<file path="src/rtl/pwr_irq_pkg.sv">
package pwr_irq_pkg;
  localparam int DATA_W = 32;
  localparam int IDX_W  = 3;
  localparam int N_EV   = 7;

  localparam logic [IDX_W-1:0] IDX_ENA = 3'd0;
  localparam logic [IDX_W-1:0] IDX_DIS = 3'd1;
  localparam logic [IDX_W-1:0] IDX_MSK = 3'd2;
  localparam logic [IDX_W-1:0] IDX_STA = 3'd3;
  localparam logic [IDX_W-1:0] IDX_CLR = 3'd4;

  // event order: lock_a, lock_b, gate_rdy, osc_main, osc_aux, osc_slow, brownout
  localparam int EV_POS [N_EV] = '{0, 1, 6, 7, 8, 9, 16};
  localparam int CK_POS = 5;

  function automatic logic [DATA_W-1:0] impl_bits();
    logic [DATA_W-1:0] m;
    m = '0;
    for (int i = 0; i < N_EV; i++) m[EV_POS[i]] = 1'b1;
    m[CK_POS] = 1'b1;
    return m;
  endfunction

  localparam logic [DATA_W-1:0] IMPL_MASK = impl_bits();
endpackage

</file>
<file path="src/rtl/pwr_irq_sticky.sv">
module pwr_irq_sticky #(
  parameter int N = 7
) (
  input  logic         clk,
  input  logic         rst,
  input  logic [N-1:0] live,
  input  logic [N-1:0] clr,
  output logic [N-1:0] pend
);
  logic [N-1:0] prev;

  for (genvar i = 0; i < N; i++) begin : g_bit
    logic rise;
    assign rise = live[i] & ~prev[i];

    always_ff @(posedge clk) begin
      if (rst) begin
        prev[i] <= 1'b0;
        pend[i] <= 1'b0;
      end else begin
        prev[i] <= live[i];
        if (rise)        pend[i] <= 1'b1;
        else if (clr[i]) pend[i] <= 1'b0;
      end
    end

    // an edge always latches
    a_r3_rise_sets: assert property (@(posedge clk) disable iff (rst)
      (live[i] && !prev[i]) |=> pend[i]);
    // pending holds without a clear
    a_r4_sticky_hold: assert property (@(posedge clk) disable iff (rst)
      (pend[i] && !clr[i]) |=> pend[i]);
    // a clear with no competing edge empties the bit
    a_r5_clear_wins_alone: assert property (@(posedge clk) disable iff (rst)
      (clr[i] && !(live[i] && !prev[i])) |=> !pend[i]);
  end
endmodule

</file>
<file path="src/rtl/pwr_irq_mask.sv">
module pwr_irq_mask
  import pwr_irq_pkg::*;
(
  input  logic              clk,
  input  logic              rst,
  input  logic [DATA_W-1:0] set_bits,
  input  logic [DATA_W-1:0] clr_bits,
  output logic [DATA_W-1:0] mask
);
  always_ff @(posedge clk) begin
    if (rst) mask <= '0;
    else     mask <= (mask | set_bits) & ~clr_bits & IMPL_MASK;
  end

  // enabled bits appear in the mask
  a_r6_enable_sets: assert property (@(posedge clk) disable iff (rst)
    ((set_bits & ~clr_bits & IMPL_MASK) != '0) |=>
    ((mask & $past(set_bits & ~clr_bits & IMPL_MASK)) == $past(set_bits & ~clr_bits & IMPL_MASK)));
  // disabled bits leave the mask
  a_r6_disable_clears: assert property (@(posedge clk) disable iff (rst)
    (clr_bits != '0) |=> ((mask & $past(clr_bits)) == '0));
endmodule

</file>
<file path="src/rtl/pwr_irq_ckrdy.sv">
module pwr_irq_ckrdy (
  input  logic clk,
  input  logic rst,
  input  logic sel_pulse,
  input  logic done_pulse,
  output logic ck_ok
);
  always_ff @(posedge clk) begin
    if (rst)             ck_ok <= 1'b1;
    else if (sel_pulse)  ck_ok <= 1'b0;
    else if (done_pulse) ck_ok <= 1'b1;
  end

  // a new selection drops clock-ready
  a_r7_sel_drops: assert property (@(posedge clk) disable iff (rst)
    sel_pulse |=> !ck_ok);
  // completion raises clock-ready
  a_r7_done_raises: assert property (@(posedge clk) disable iff (rst)
    (done_pulse && !sel_pulse) |=> ck_ok);
endmodule

</file>
<file path="src/rtl/pwr_irq_status.sv">
module pwr_irq_status
  import pwr_irq_pkg::*;
(
  input  logic              clk,
  input  logic              rst,
  input  logic              lock_a,
  input  logic              lock_b,
  input  logic              gate_rdy,
  input  logic              osc_main_rdy,
  input  logic              osc_aux_rdy,
  input  logic              osc_slow_rdy,
  input  logic              brownout,
  input  logic              clksel_wr,
  input  logic              clksw_done,
  input  logic              reg_sel,
  input  logic              reg_we,
  input  logic [IDX_W-1:0]  reg_idx,
  input  logic [DATA_W-1:0] reg_wdata,
  output logic [DATA_W-1:0] reg_rdata,
  output logic              irq
);
  logic [N_EV-1:0]   ev_live, ev_clr, ev_pend;
  logic [DATA_W-1:0] stat_w, mask_w, ena_w, dis_w;
  logic              ck_ok, wr;

  assign ev_live = {brownout, osc_slow_rdy, osc_aux_rdy, osc_main_rdy,
                    gate_rdy, lock_b, lock_a};
  assign wr    = reg_sel & reg_we;
  assign ena_w = (wr && reg_idx == IDX_ENA) ? reg_wdata : '0;
  assign dis_w = (wr && reg_idx == IDX_DIS) ? reg_wdata : '0;

  for (genvar i = 0; i < N_EV; i++) begin : g_ev
    assign ev_clr[i] = wr && (reg_idx == IDX_CLR) && reg_wdata[EV_POS[i]];
  end

  pwr_irq_sticky #(.N(N_EV)) u_sticky (
    .clk(clk), .rst(rst), .live(ev_live), .clr(ev_clr), .pend(ev_pend)
  );

  pwr_irq_mask u_mask (
    .clk(clk), .rst(rst), .set_bits(ena_w), .clr_bits(dis_w), .mask(mask_w)
  );

  pwr_irq_ckrdy u_ckrdy (
    .clk(clk), .rst(rst), .sel_pulse(clksel_wr), .done_pulse(clksw_done),
    .ck_ok(ck_ok)
  );

  always_comb begin
    stat_w = '0;
    for (int i = 0; i < N_EV; i++) stat_w[EV_POS[i]] = ev_pend[i];
    stat_w[CK_POS] = ck_ok;
  end

  always_comb begin
    reg_rdata = '0;
    if (reg_sel && !reg_we) begin
      case (reg_idx)
        IDX_MSK: reg_rdata = mask_w;
        IDX_STA: reg_rdata = stat_w;
        default: reg_rdata = '0;
      endcase
    end
  end

  assign irq = |(stat_w & mask_w);

  // reserved positions never read back as 1
  a_r2_reserved_zero: assert property (@(posedge clk) disable iff (rst)
    (reg_sel && !reg_we) |-> ((reg_rdata & ~IMPL_MASK) == '0));
  // no request without an enabled source
  a_r8_irq_needs_mask: assert property (@(posedge clk) disable iff (rst)
    (mask_w == '0) |-> !irq);
endmodule

</file>
<file path="config.mk">
export PLATFORM = sky130hd
export DESIGN_NAME = pwr_irq_status
export DESIGN_NICKNAME = d
export VERILOG_FILES = /design/src/rtl/pwr_irq_pkg.sv /design/src/rtl/pwr_irq_sticky.sv /design/src/rtl/pwr_irq_mask.sv /design/src/rtl/pwr_irq_ckrdy.sv /design/src/rtl/pwr_irq_status.sv
export SDC_FILE = /design/constraint.sdc
export NUM_CORES = 1
export LEC_CHECK = 0
export BUFFER_PORTS_ARGS = -buffer_cell sky130_fd_sc_hd__buf_2
export CORE_UTILIZATION = 43
export CTS_BUF_LIST = sky130_fd_sc_hd__clkbuf_8
export CTS_CLUSTER_DIAMETER = 200
export DETAILED_ROUTE_END_ITERATION = 10
export PLACE_DENSITY = 0.82
export SLEW_MARGIN = 10
export SYNTH_ARGS = -nofsm -noshare
export SYNTH_HDL_FRONTEND = slang
export SYNTH_SLANG_ARGS = --single-unit
</file>
<file path="constraint.sdc">
create_clock -name clk -period 1.08 [get_ports clk]
set_input_delay 0.054 -clock clk [delete_from_list [all_inputs] [get_ports clk]]
set_output_delay 0.054 -clock clk [all_outputs]
set_load 0.05 [all_outputs]
</file>
Yosys cells after proc, flatten, opt, wreduce, memory -nomap -nowiden
Cells that the tools add are included.
{ "op_classes": {"bitwise": 19, "n_mux": 20, "n_eq_ne": 4, "reduce_logical": 22} }
{ "op_table": {"columns": ["op", "count"], "rows": [
  ["AND 17 bit", 2],
  ["two-way mux 17 bit", 2],
  ["one-hot mux 17 bit (2 select lines)", 1],
  ["two-way mux 32 bit", 1],
  ["OR reduction 32 bit", 1],
  ["inverter 17 bit", 1],
  ["bitwise OR 17 bit", 1],
  ["two-way mux 1 bit", 16],
  ["nonzero test 2 bit", 8],
  ["logical AND 1 bit", 11],
  ["AND 1 bit", 8],
  ["inverter 1 bit", 7],
  ["equality test 3 x 2 -> 1 bit, second input constant", 2],
  ["equality test 3 x 1 -> 1 bit, second input constant", 1],
  ["equality test 3 bit, second input constant", 1],
  ["logical NOT 3 bit", 1],
  ["logical NOT 1 bit", 1]
]} }
{ "word_totals": {"output_inout_bits": 33, "input_bits": 48, "regBits": 23} }

Depth between registers and ports, before layout
Gate-level depths: netlist of run 1.
{ "depth": {"depth_word": 5, "ltp_mapped": 5, "ltp_nobuf": 3} }

Hierarchy
Synthesis of run 1 repeated with hierarchy kept, for this count alone.
{ "hier_totals": {"cells_unflattened": 298, "area_unflattened_um2": 2233.4} }
{ "by_module_without_submodules": {"columns": ["module", "n_inst", "area_each_um2", "seq_area_each_um2", "cells_each"], "rows": [
  ["pwr_irq_status", 1, 1231.2, 0.0, 202],
  ["pwr_irq_sticky", 1, 495.5, 280.3, 43],
  ["pwr_irq_mask", 1, 471.7, 160.2, 50],
  ["pwr_irq_ckrdy", 1, 35.0, 20.0, 3]
]} }

Worst setup path before layout of run 1
OpenSTA, ideal clock, no wires.
{ "synth_path": {"path_type": "input to output", "from": "input reg_we", "to": "output reg_rdata[0]", "path_buffers": 1, "path_slack_ns": -0.038, "required_ns": 1.026, "cell_stages": 3, "t_arrival_ns": 1.064, "cell_sequence": "nand4bb_1 clkbuf_1 nor2_1"} }
{ "synth_between": {"elab_chain_len": 3} }
{ "synth_rtl": {"columns": ["item", "line_no", "text"], "rows": [
  ["start: declaration", "pwr_irq_status.sv:16", "input logic reg_we,"],
  ["logical NOT 1 bit", "pwr_irq_status.sv:57", "if (reg_sel && !reg_we) begin"],
  ["logical AND 1 bit", "pwr_irq_status.sv:57", null],
  ["two-way mux 32 bit", "pwr_irq_status.sv:57", null],
  ["end: declaration", "pwr_irq_status.sv:19", "output logic [DATA_W-1:0] reg_rdata,"]
]} }
Every way passes these cells.

Worst setup path after layout of run 1
{ "layout_path": {"from": "register u_mask.mask[6]", "to": "output irq"} }
{ "layout_between": {"elab_chain_len": 2} }
{ "layout_rtl": {"columns": ["item", "line_no", "text"], "rows": [
  ["start: declaration", "pwr_irq_mask.sv:8", "output logic [DATA_W-1:0] mask"],
  ["start signal: assignment", "pwr_irq_mask.sv:12", "else mask <= (mask | set_bits) & ~clr_bits & IMPL_MASK;"],
  ["AND 17 bit", "pwr_irq_status.sv:66", "assign irq = |(stat_w & mask_w);"],
  ["OR reduction 32 bit", "pwr_irq_status.sv:66", null],
  ["end: declaration", "pwr_irq_status.sv:20", "output logic irq"]
]} }
Every way passes these cells.

==> metrics.md, run 1 <==
| Metric | Value |
|---|---|
| Status | complete, but fails checks |
| Violated checks | negative setup slack |
| Clk_lat worst skew | around 260 ps |
| Placed Instance Area | between 0.001 and 0.0015 mm2 |
| Max Slew Vio Count | 0 |
| Number of global-route vias before repair | around 1000 |
| Worst Hold Class | in -> reg |
| # diodes | 0 |
| Layout cells sized above 1 | 38.0% |
| Final WL | between 2000 and 3000 um |
| Place WS | -63.0 ps |
| DIE WIDTH | approximately 55 um |
| # DRC | 0 |
| Fillers | between 200 and 250 |
| Setup slack, reg-to-reg | 260 ps |
| First-pass DRT Iterations | 4 |
| Sink Count | 23 |
| Netlist cell types | 21 |
| CTS root buffer | clkbuf_8 |
| Power Density | roughly 1200 mW/mm2 |
| Area delta synth->final | 35.3% |
| Vias per inst | 5.09 |
| WP data required | 1030 ps |
| Final nets | 241 |
| CTS clock-pin slew for the worst setup and hold paths | 80 ps |
| Minimum clock period | ~1200 ps |
| Largest net degree at the start of global routing | 13 |
| CTS max path bufs | 2 |
| Hold Crit Depth | 2 |
| WL/cell | approximately 13 um |
| RSZ-0062 raised after global routing | true |
| RePlAce Congestion | 0.755 |
| Mapped cell area | approximately 0.0012 mm2 |
| Core ar. | around 0.0026 mm2 |
| Largest area contributor in the netlist | dfxtp_1 |
| Vias after detailed routing | about 1100 |
| Final Cycle Share | 109% |
| Final hold vios | 0 |
| PnR worst setup slack | -98.4 ps |
| Hold slack final | 9.48 ps |
| ANT nets after route | 0 |
| Start point of the worst hold path | reg_wdata[0] |
| First-pass GRT wire length | around 4600 um |
| HPWL Detailed | a little under 2000 um |
| Critical Path End Type | output pin |
| Worst Path Arrival | between 1000 and 1500 ps |
| Final instance area | 0.00165 mm2 |
| Commonest non-fill, non-tap cell in the layout | conb_1 |
| Yosys warnings | 0 |
| Initial antenna violation count | 0 |
| Register area | approximately 480 um2 |
| Area of the multi-input gates | 601 um2 |
| Max Freq | 0.849 GHz |
| Ports | a little over 80 |
| All-Layer GR Usage | between 10% and 20% |
| CTS Buf Count | 3 |
| H-tree levels | 1 |
| Die Y-Extent | 55.3 um |
| Initial DRC count | 25 |
| CP startpoint kind | register |
| FP Rows | 18 |
| Final setup vio count | 2 |
| Initial Utilization | a little under half |
| RR Startpoint | u_mask.mask[1] |
| Setup CP Type | reg -> out |
| Hold endpoint | u_mask.mask[0] |
| GR Overflow Total | 0 |
| Lkg Pwr | a little under 0.8 nW |
| Area fraction of the dominant cell type after synthesis | a little under two fifths |
| Port Buf Inserts | 32 |
| Post-synthesis sequential area ratio | 37.7% |
| Reg2Reg Depth | 3 |
| Post-Syn Area per Cell | 8.90 um2 |
| Commonest non-fill, non-tap cells in the layout | conb_1 (24), buf_2 (23), nand2_1 (16), dfxtp_2 (16), dlygate4sd3_1 (15) |
| Setup Skew | ~0.33 ps |
| Max_cap viols | 0 |
| Die Area | between 0.003 and 0.004 mm2 |
| Syn Inst Count | ~140 |
| Top cells by area, synth | dfxtp_1 (38%), buf_4 (15%), a211oi_2 (8.2%), mux2i_1 (6.6%), nand2_1 (4.9%) |
| CTS tree | built |
| Max VDD drop | roughly 1.1 mV |
| Setup TNS | -132 ps |
| Synth Register Bits | 23 |
| Worst-path maximum fanout | 3 |
| R2r endpoint | u_mask.mask[1] |
-- cell families (layout without fill, tap and decap cells) --
family | after synthesis | count (layout) | share of synthesized area (%)
buffers and inverters | 39 | 71 | 20.9
AO/OA/AOI/OAI | 35 | 35 | 23.1
AND/OR/NAND/NOR | 31 | 31 | 11.4
flip-flops | 23 | 23 | 37.7
multiplexers | 8 | 8 | 6.56
other | 1 | 24 | 0.307
-- power by group --
group	total [W]	switching (W)	internal [W]
sequential	0.000931	0.0000306	0.000900
combinational	0.000474	0.000328	0.000146
clock	0.000526	0.000272	0.000254
-- cell usage after synthesis --
master	n
buf_2	3
mux2i_1	8
a211oi_2	8
nor2_1	10
nand2_1	16
nand4_1	1
nand4bb_1	1
or2_0	1
o311ai_1	5
dfxtp_1	23
o21ai_0	6
a31oi_1	8
o311ai_0	2
conb_1	1
o21ai_1	2
buf_4	24
clkbuf_1	2
buf_6	2
a22oi_1	4
and3b_1	2
inv_1	8
-- critical path: stages, from the launching register on --
cell and delay [ps]:
dfxtp_2 340, a22oi_2 190, nand4_1 150, buf_6 180
-- sequential cells by signal, indices dropped and copies added, names as in the netlist --
signal,count
u_ckrdy.ck_ok,1
u_mask.mask,8
u_sticky.pend,7
u_sticky.prev,7
-- what timing repair did --
item                                    4_1_cts  5_1_grt
buffers inserted                              0        1
endpoints found under the setup margin        9        9
pin swaps                                     2        3
gates cloned                                  0        0
hold buffers                                  9        6
gates resized for setup                      16       20
hold endpoints to repair                      9        6
-- area by class of cell --
class | instances | area share (%)
multi-input combinational | 98 | 36.4
clock buffer | 3 | 2.50
sequential | 23 | 29.1
inverter | 8 | 1.82
clock inverter | 1 | 0.227
tap | 30 | 2.27
timing repair buffer | 59 | 27.7
-- how the worst max path moves through the flow --
stage | start | to | depth (start not counted)
final | u_mask.mask[6] | irq | 3
after global routing | u_mask.mask[6] | irq | 3
after CTS | u_sticky.pend[1] | irq | 3
after detailed placement | reg_idx[1] | u_sticky.pend[6] | 4
after global placement | reg_idx[1] | u_sticky.pend[5] | 4
after floorplan | reg_we | reg_rdata[0] | 3
-- layer usage --
metal | vias to the layer above | track usage (%) | routed length, um
met5 | - | 0 | 0
met4 | 0 | 7.50 | 31
met3 | 5 | 3.51 | 170
met2 | 59 | 32.9 | 1580
met1 | 523 | 21.7 | 1160
li1 | 544 | - | -
-- metrics by stage --
stage | power [W] | util [%] | std cells
final | 0.00193 | 64.3 | 222
after global routing | 0.00201 | 64.3 | 222
after CTS | 0.00190 | 60.0 | 215
after detailed placement | 0.00136 | 53.0 | 202
after global placement | 0.00135 | 53.0 | 202
after floorplan | 0.00131 | - | 160
Note: power is estimated with default switching activity, not from simulation.
==> run 2, diff against run 1 <==
- ABC_AREA: default -> 1
- CORE_UTILIZATION: 43 -> 45
==> run 2 against run 1 <==
  * The run ends with design-rule violations, negative setup slack left
  * Via count is 8.8% higher
  * Cell area shrank 2.3%
  * Sequential share of layout area up 0.31 points
  * First-iteration DRC count increased by 36%
  * Clock-buffer cell count did not move
  * Clock power shrank 3%
  * Non-clock buffer count decreased by 23
  * Routed wire length shrank 12%
  * Hold slack got worse by 6.6 ps
  * Die area up 7.8%
  * Cell count is 16% higher
  * Highest routed layer unchanged
==> metrics.md, run 2 <==
| Metric | Value |
|---|---|
| CTS max path bufs | 2 (unchanged) |
| Hold slack final | 2.83 ps (-6.65 ps) |
| First-pass GRT wire length | 4010 um (-12%) |
| Sink Count | 23 (unchanged) |
| Core ar. | 0.00283 mm2 (+10%) |
| Post-synthesis sequential area ratio | 33.4% (-4.4 points) |
| Biggest regs | u_mask.mask (8), u_sticky.pend (7), u_sticky.prev (7) |
| Die Area | 0.00329 mm2 (+7.8%) |
| Mux contribution to synthesized area | 0% (-6.6 points) |
| Area fraction of the dominant cell type after synthesis | 33.4% (-4.4 points) |
| Max Slew Vio Count | 0 (unchanged) |
| Pwr Total | 0.00189 W (-2.3%) |
| Share of flip-flops with an asynchronous set or reset | 0% (unchanged) |
| First-pass DRT Iterations | 8 (+4) |
| Largest net degree at the start of global routing | 17 (+4) |
| Worst-path maximum fanout | 3 (unchanged) |
| PnR worst setup slack | -125 ps (-26.7 ps) |
| Simple-gate share of the synthesized area | 35.3% (+24 points) |
| FP Rows | 19 (+1) |
| Register area | 474 um2 (-1.3%) |
| Status | complete, but fails checks |
| Critical Path End Type | output pin |
| Initial DRC count | 34 (+36%) |
| Synth Register Bits | 23 (unchanged) |
| CTS clock-pin slew for the worst setup and hold paths | 70 ps (about the same) |
| Area delta synth->final | 16.8% |
| Lkg Pwr | 0.746 nW (-3.6%) |
| RSZ-0062 raised after global routing | true |
| Worst Hold Class | in -> reg |
| Final setup vio count | 7 (+5) |
| Power Density | 1170 mW/mm2 (about the same) |
| RePlAce Congestion | 0.789 (+4.6%) |
| WL/cell | 10.0 um (-24%) |
| Post-Syn Area per Cell | 7.15 um2 (-20%) |
| Minimum clock period | 1210 ps (+26.7 ps) |
| ANT nets after route | 0 (unchanged) |
| Mapped cell area | 0.00138 mm2 (+13%) |
| Setup CP Type | reg -> out |
| Fillers | 281 (+28%) |
| Final hold vios | 0 (unchanged) |
| GR Overflow Total | 0 (unchanged) |
| CP startpoint kind | register |
| Commonest non-fill, non-tap cells in the layout | nand2_1 (39), inv_1 (24), conb_1 (24) |
| WP data required | 1030 ps (about the same) |
| HPWL Detailed | 2050 um (+5.1%) |
| Top cells by area, synth | dfxtp_1 (33%), buf_4 (14%), nand2_1 (11%), nand4_1 (8.2%), nand3_1 (8.0%) |
| Max Freq | 0.830 GHz (-2.2%) |
| # diodes | 0 (unchanged) |
| Setup Skew | 0.636 ps (+0.302 ps) |
| Post-Synth XOR/XNOR Area | 0% (unchanged) |
| CTS root buffer | clkbuf_8 |
| Final WL | 2580 um (-12%) |
| Commonest non-fill, non-tap cell in the layout | nand2_1 |
| Most used DFF post-synth | dfxtp_1 |
| # DRC | 6 (+6) |
| Max_cap viols | 0 (unchanged) |
| CTS Buf Count | 3 (unchanged) |
| Initial Utilization | 48.8% (+1.3 points) |
| Area of the multi-input gates | 694 um2 (+16%) |
| Port Buf Inserts | 32 (unchanged) |
| Ports | 81 (unchanged) |
| Max VDD drop | 0.918 mV (-14%) |
| Die Y-Extent | 57.4 um (+3.8%) |
| All-Layer GR Usage | 15.7% (-2.8 points) |
| Vias per inst | 4.79 (-6.0%) |
| Post-synth EDFFs | 0 (unchanged) |
| Number of global-route vias before repair | 948 (-8.8%) |
| Vias after detailed routing | 1231 (+8.8%) |
| H-tree levels | 1 (unchanged) |
| Yosys warnings | 0 (unchanged) |
| Compound-cell area share of the yosys netlist | 6.17% (-17 points) |
| CTS tree | built |
| Max FFs per register | 8 (unchanged) |
| Top reg by flops | u_mask.mask |
| Clk_lat worst skew | 260 ps (about the same) |
| Layout cells sized above 1 | 30.1% (-7.9 points) |
| Postcts setup bufs | 0 (unchanged) |
| Violated checks | design-rule violations, negative setup slack |
| Final Cycle Share | 112% (+2.5 points) |
| Final nets | 275 (+14%) |
| Initial antenna violation count | 0 (unchanged) |
| Combinational family with the most area after synthesis | simple AND/OR/NAND/NOR gates |
| Worst Path Arrival | 1150 ps (+30 ps) |
| Netlist cell types | 21 (unchanged) |
| Syn Inst Count | 193 (+41%) |
| Top post-synthesis cells by count | nand2_1 (39), buf_4 (25), dfxtp_1 (23), inv_1 (23), nand3_1 (22) |
| Largest area contributor in the netlist | dfxtp_1 |
| Post-Synth Adder-Cell Area | 0% (unchanged) |
| Top-count cell post-synth | nand2_1 |
| DIE WIDTH | 57.4 um (+3.8%) |
-- run 2: worst max-delay path, cell delays in order, from the launching register on --
cell	delay, ps
dfxtp_2	340
nand2_1	50
nand4_1	90
or2_4	260
buf_8	150
-- run 2: routing by layer --
metal	global-route usage, %	vias to the layer above	wire, um
li1	-	645	-
met1	20.4	532	1190
met2	25.4	50	1200
met3	1.81	4	150
met4	8.36	0	40
met5	0	-	0
-- run 2: timing repair --
action,in CTS,in global routing
pin swaps,16,0
hold buffers,1,0
gates resized for setup,30,1
hold endpoints to repair,1,0
setup endpoints to repair,9,9
-- run 2: final cells by class --
cell class,instances,area share [%]
Multi-Input combinational cell,136,43.1
Sequential cell,23,29.4
Timing Repair Buffer,36,15.7
Inverter,27,6.60
Clock buffer,3,2.56
Tap cell,31,2.41
Clock inverter,1,0.233
-- run 2: power by group --
| group | switching, W | internal, W |
|---|---|---|
| clock network | 0.000256 | 0.000254 |
| logic | 0.000345 | 0.0000984 |
| registers | 0.0000322 | 0.000901 |
-- run 2: logic make-up after synthesis --
kind of cell           after synthesis
AOI/OAI and AO/OA                   17
and+or+nand+nor                     95
buffers and inverters               57
other                                1
DFF                                 23
-- run 2: worst paths after layout --
| kind | from | slack (ps) | end | cells past startpoint |
|---|---|---|---|---|
| max | u_sticky.pend[5] | -130 | irq | 4 |
| min | brownout | 3 | u_sticky.prev[6] | 3 |
| min reg2reg | u_sticky.prev[4] | 450 | u_sticky.pend[4] | 3 |
| max reg2reg | u_ckrdy.ck_ok | 470 | u_ckrdy.ck_ok | 2 |
-- run 2: per-stage QoR --
stage | area, um2 | worst slack [ps] | setup TNS (ps) | util, % | std cells
after detailed placement | 1480 | 51.2 | 0 | 52.3 | 252
after global routing | 1610 | -161 | -671 | 57.0 | 257
after CTS | 1610 | -135 | -270 | 56.9 | 257
after global placement | 1480 | 52.2 | 0 | 52.3 | 252
after floorplan | 1500 | 79.8 | 0 | - | 216
final | 1610 | -125 | -206 | 57.0 | 257
==> run 3, diff against run 2 <==
- ABC_AREA: 1 -> 0
- CORE_UTILIZATION: 45 -> 43
- clock period: 1.08 -> 1.3 ns (I/O delays scaled with it)
==> run 3 against run 2 <==
  * The flow finishes with violations (negative hold slack)
  * Critical path depth down 1
  * Register-to-register slack improved by 80 ps
  * Via count decreased by 15%
  * Largest cell class unchanged
==> metrics.md, run 3 (synthesis results as in run 1) <==
| Metric | Value |
|---|---|
| Status | complete, but fails checks |
| Violated checks | negative hold slack |
| Placed Instance Area | 0.00132 mm2 (-11%) |
| Max_cap viols | 0 (unchanged) |
| RSZ-0062 raised after global routing | false |
| RR Startpoint | u_mask.mask[5] |
| Die Area | 0.00305 mm2 (-7.2%) |
| Fillers | 258 (-8.2%) |
| Commonest non-fill, non-tap cells in the layout | buf_2 (32), conb_1 (24), dfxtp_1 (23) |
| H-tree levels | 1 (unchanged) |
| Initial DRC count | 41 (+21%) |
| Area delta synth->final | 14.9% |
| Initial antenna violation count | 0 (unchanged) |
| Minimum clock period | ~1200 ps |
| GR Overflow Total | 0 (unchanged) |
| Final instance area | 0.00140 mm2 (-13%) |
| Logic gate share of total power | 22.3% (-1.2 points) |
| Sink Count | 23 (unchanged) |
| Layout cells sized above 1 | 27.6% (-2.5 points) |
| Ports | 81 (unchanged) |
| Max FFs per register | 8 (unchanged) |
| Final setup vio count | 0 (-7) |
| Part of the power in registers | 49.6% (about the same) |
| Max VDD drop | 0.799 mV (-13%) |
| Final hold vios | 1 (+1) |
| RePlAce Congestion | 0.784 (-0.68%) |
| Setup TNS | 0 ps (+206 ps) |
| Biggest regs | u_mask.mask (8), u_sticky.pend (7), u_sticky.prev (7) |
| CTS tree | built |
| CTS root buffer | clkbuf_8 |
| Power Density | 1100 mW/mm2 (-5.9%) |
| # diodes | 0 (unchanged) |
| Postcts setup bufs | 0 (unchanged) |
| Final nets | 223 (-19%) |
| CTS Buf Count | 3 (unchanged) |
| Final WL | 2610 um (+1.1%) |
| CP startpoint kind | register |
| Worst Path Arrival | 1170 ps (+20 ps) |
| Final Cycle Share | 94.7% |
| First-pass DRT Iterations | 4 (-4) |
| Sw Ratio | 32.9% (-0.73 points) |
| Worst-path maximum fanout | 3 (unchanged) |
| Die Y-Extent | 55.3 um (-3.7%) |
| Clk_lat worst skew | 260 ps (about the same) |
| Hold slack final | -1.07 ps (-3.90 ps) |
| WP data required | 1240 ps (+210 ps) |
| FP Rows | 18 (-1) |
| CTS clock-pin slew for the worst setup and hold paths | 80 ps (about the same) |
| Port Buf Inserts | 32 (unchanged) |
| Lkg Pwr | 0.682 nW (-8.6%) |
| Setup slack, reg-to-reg | 550 ps (+80 ps) |
| Post-layout utilization of the core | 54.6% (-2.4 points) |
| Number of global-route vias before repair | 925 (-2.4%) |
| Max Slew Vio Count | 0 (unchanged) |
| First-pass GRT wire length | 3930 um (-2.0%) |
| Hold endpoint | u_sticky.prev[5] |
| CTS max path bufs | 2 (unchanged) |
| # DRC | 0 (-6) |
| Commonest non-fill, non-tap cell in the layout | buf_2 |
| Core ar. | 0.00257 mm2 (-9.2%) |
| Vias per inst | 5.13 (+7.1%) |
| Pwr Total | 0.00154 W (-18%) |
| All-Layer GR Usage | 16.0% (+0.33 points) |
| DIE WIDTH | 55.3 um (-3.7%) |
| Initial Utilization | 47.5% (-1.3 points) |
| Start point of the worst hold path | osc_slow_rdy |
| Critical Path End Type | output pin |
| Power Internal | 0.00104 W (-17%) |
| WL/cell | 12.8 um (+27%) |
| HPWL Detailed | 1900 um (-7.1%) |
| Net Sw Power | 0.000507 W (-20%) |
| ANT nets after route | 0 (unchanged) |
| Clock share of power | 28.1% (+1.1 points) |
| Max Freq | around 0.81 GHz |
| Vias after detailed routing | 1047 (-15%) |
| Hold Crit Depth | 3 (unchanged) |
| Top reg by flops | u_mask.mask |
| Largest net degree at the start of global routing | 16 (-1) |
| Setup Skew | 0.234 ps (-0.402 ps) |
| Worst Hold Class | in -> reg |
| Reg2Reg Depth | 2 (unchanged) |
| Setup CP Type | reg -> out |
| R2r endpoint | u_mask.mask[5] |
==> run 3: what timing repair did <==
action / in CTS / in global routing
hold buffers: 4 / 0
endpoints found under the hold margin: 4 / 0
resized for setup: 0 / 0
==> run 3: power groups by stage <==
stage / registers (W) / clock network, W / logic (W)
after floorplan: 0.000775 / 0 / 0.000314
after global placement: 0.000781 / 0 / 0.000327
after detailed placement: 0.000782 / 0 / 0.000330
after CTS: 0.000766 / 0.000439 / 0.000340
after global routing: 0.000769 / 0.000462 / 0.000363
final: 0.000766 / 0.000434 / 0.000344
==> run 3: layout make-up <==
| cell class | count | area [um2] | area share (%) |
|---|---|---|---|
| multi-input cells | 98 | 591 | 42.1 |
| flip-flops and latches | 23 | 460 | 32.9 |
| repair buffers | 41 | 238 | 17.0 |
| clock buffers | 3 | 41.3 | 2.95 |
| well taps | 30 | 37.5 | 2.68 |
| inverters | 8 | 30.0 | 2.14 |
| clock inverters | 1 | 3.75 | 0.268 |
==> run 3: worst max-delay path, cell delays in order, from the launching register on <==
cell and delay, ps:
dfxtp_1 330, a22oi_1 230, nand4_1 120, buf_2 230
==> run 3: worst max path at each step <==
| stage | from | endpoint | slack (ps) | cells after the start |
|---|---|---|---|---|
| after global placement | reg_idx[1] | u_sticky.pend[5] | 150 | 4 |
| after global routing | u_sticky.pend[2] | irq | 20 | 3 |
| after CTS | u_mask.mask[6] | irq | 60 | 3 |
| after detailed placement | reg_idx[1] | u_sticky.pend[6] | 150 | 4 |
| final | u_mask.mask[1] | irq | 70 | 3 |
| after floorplan | reg_we | reg_rdata[0] | 160 | 3 |
==> run 3: metrics by stage <==
| step | setup WS [ps] | instances |
|---|---|---|
| after CTS | 57.2 | 204 |
| after detailed placement | 149 | 196 |
| final | 68.5 | 204 |
| after floorplan | 160 | 160 |
| after global routing | 17.9 | 204 |
| after global placement | 149 | 196 |
==> run 3: layer usage <==
layer  up-vias  track usage, %  part of all wire [%]
met5         -               0                     0
met4         0            7.14                  0.88
met3         4            3.28                   6.4
met2        53            27.0                    49
met1       482            19.6                    44
li1        508               -                     -
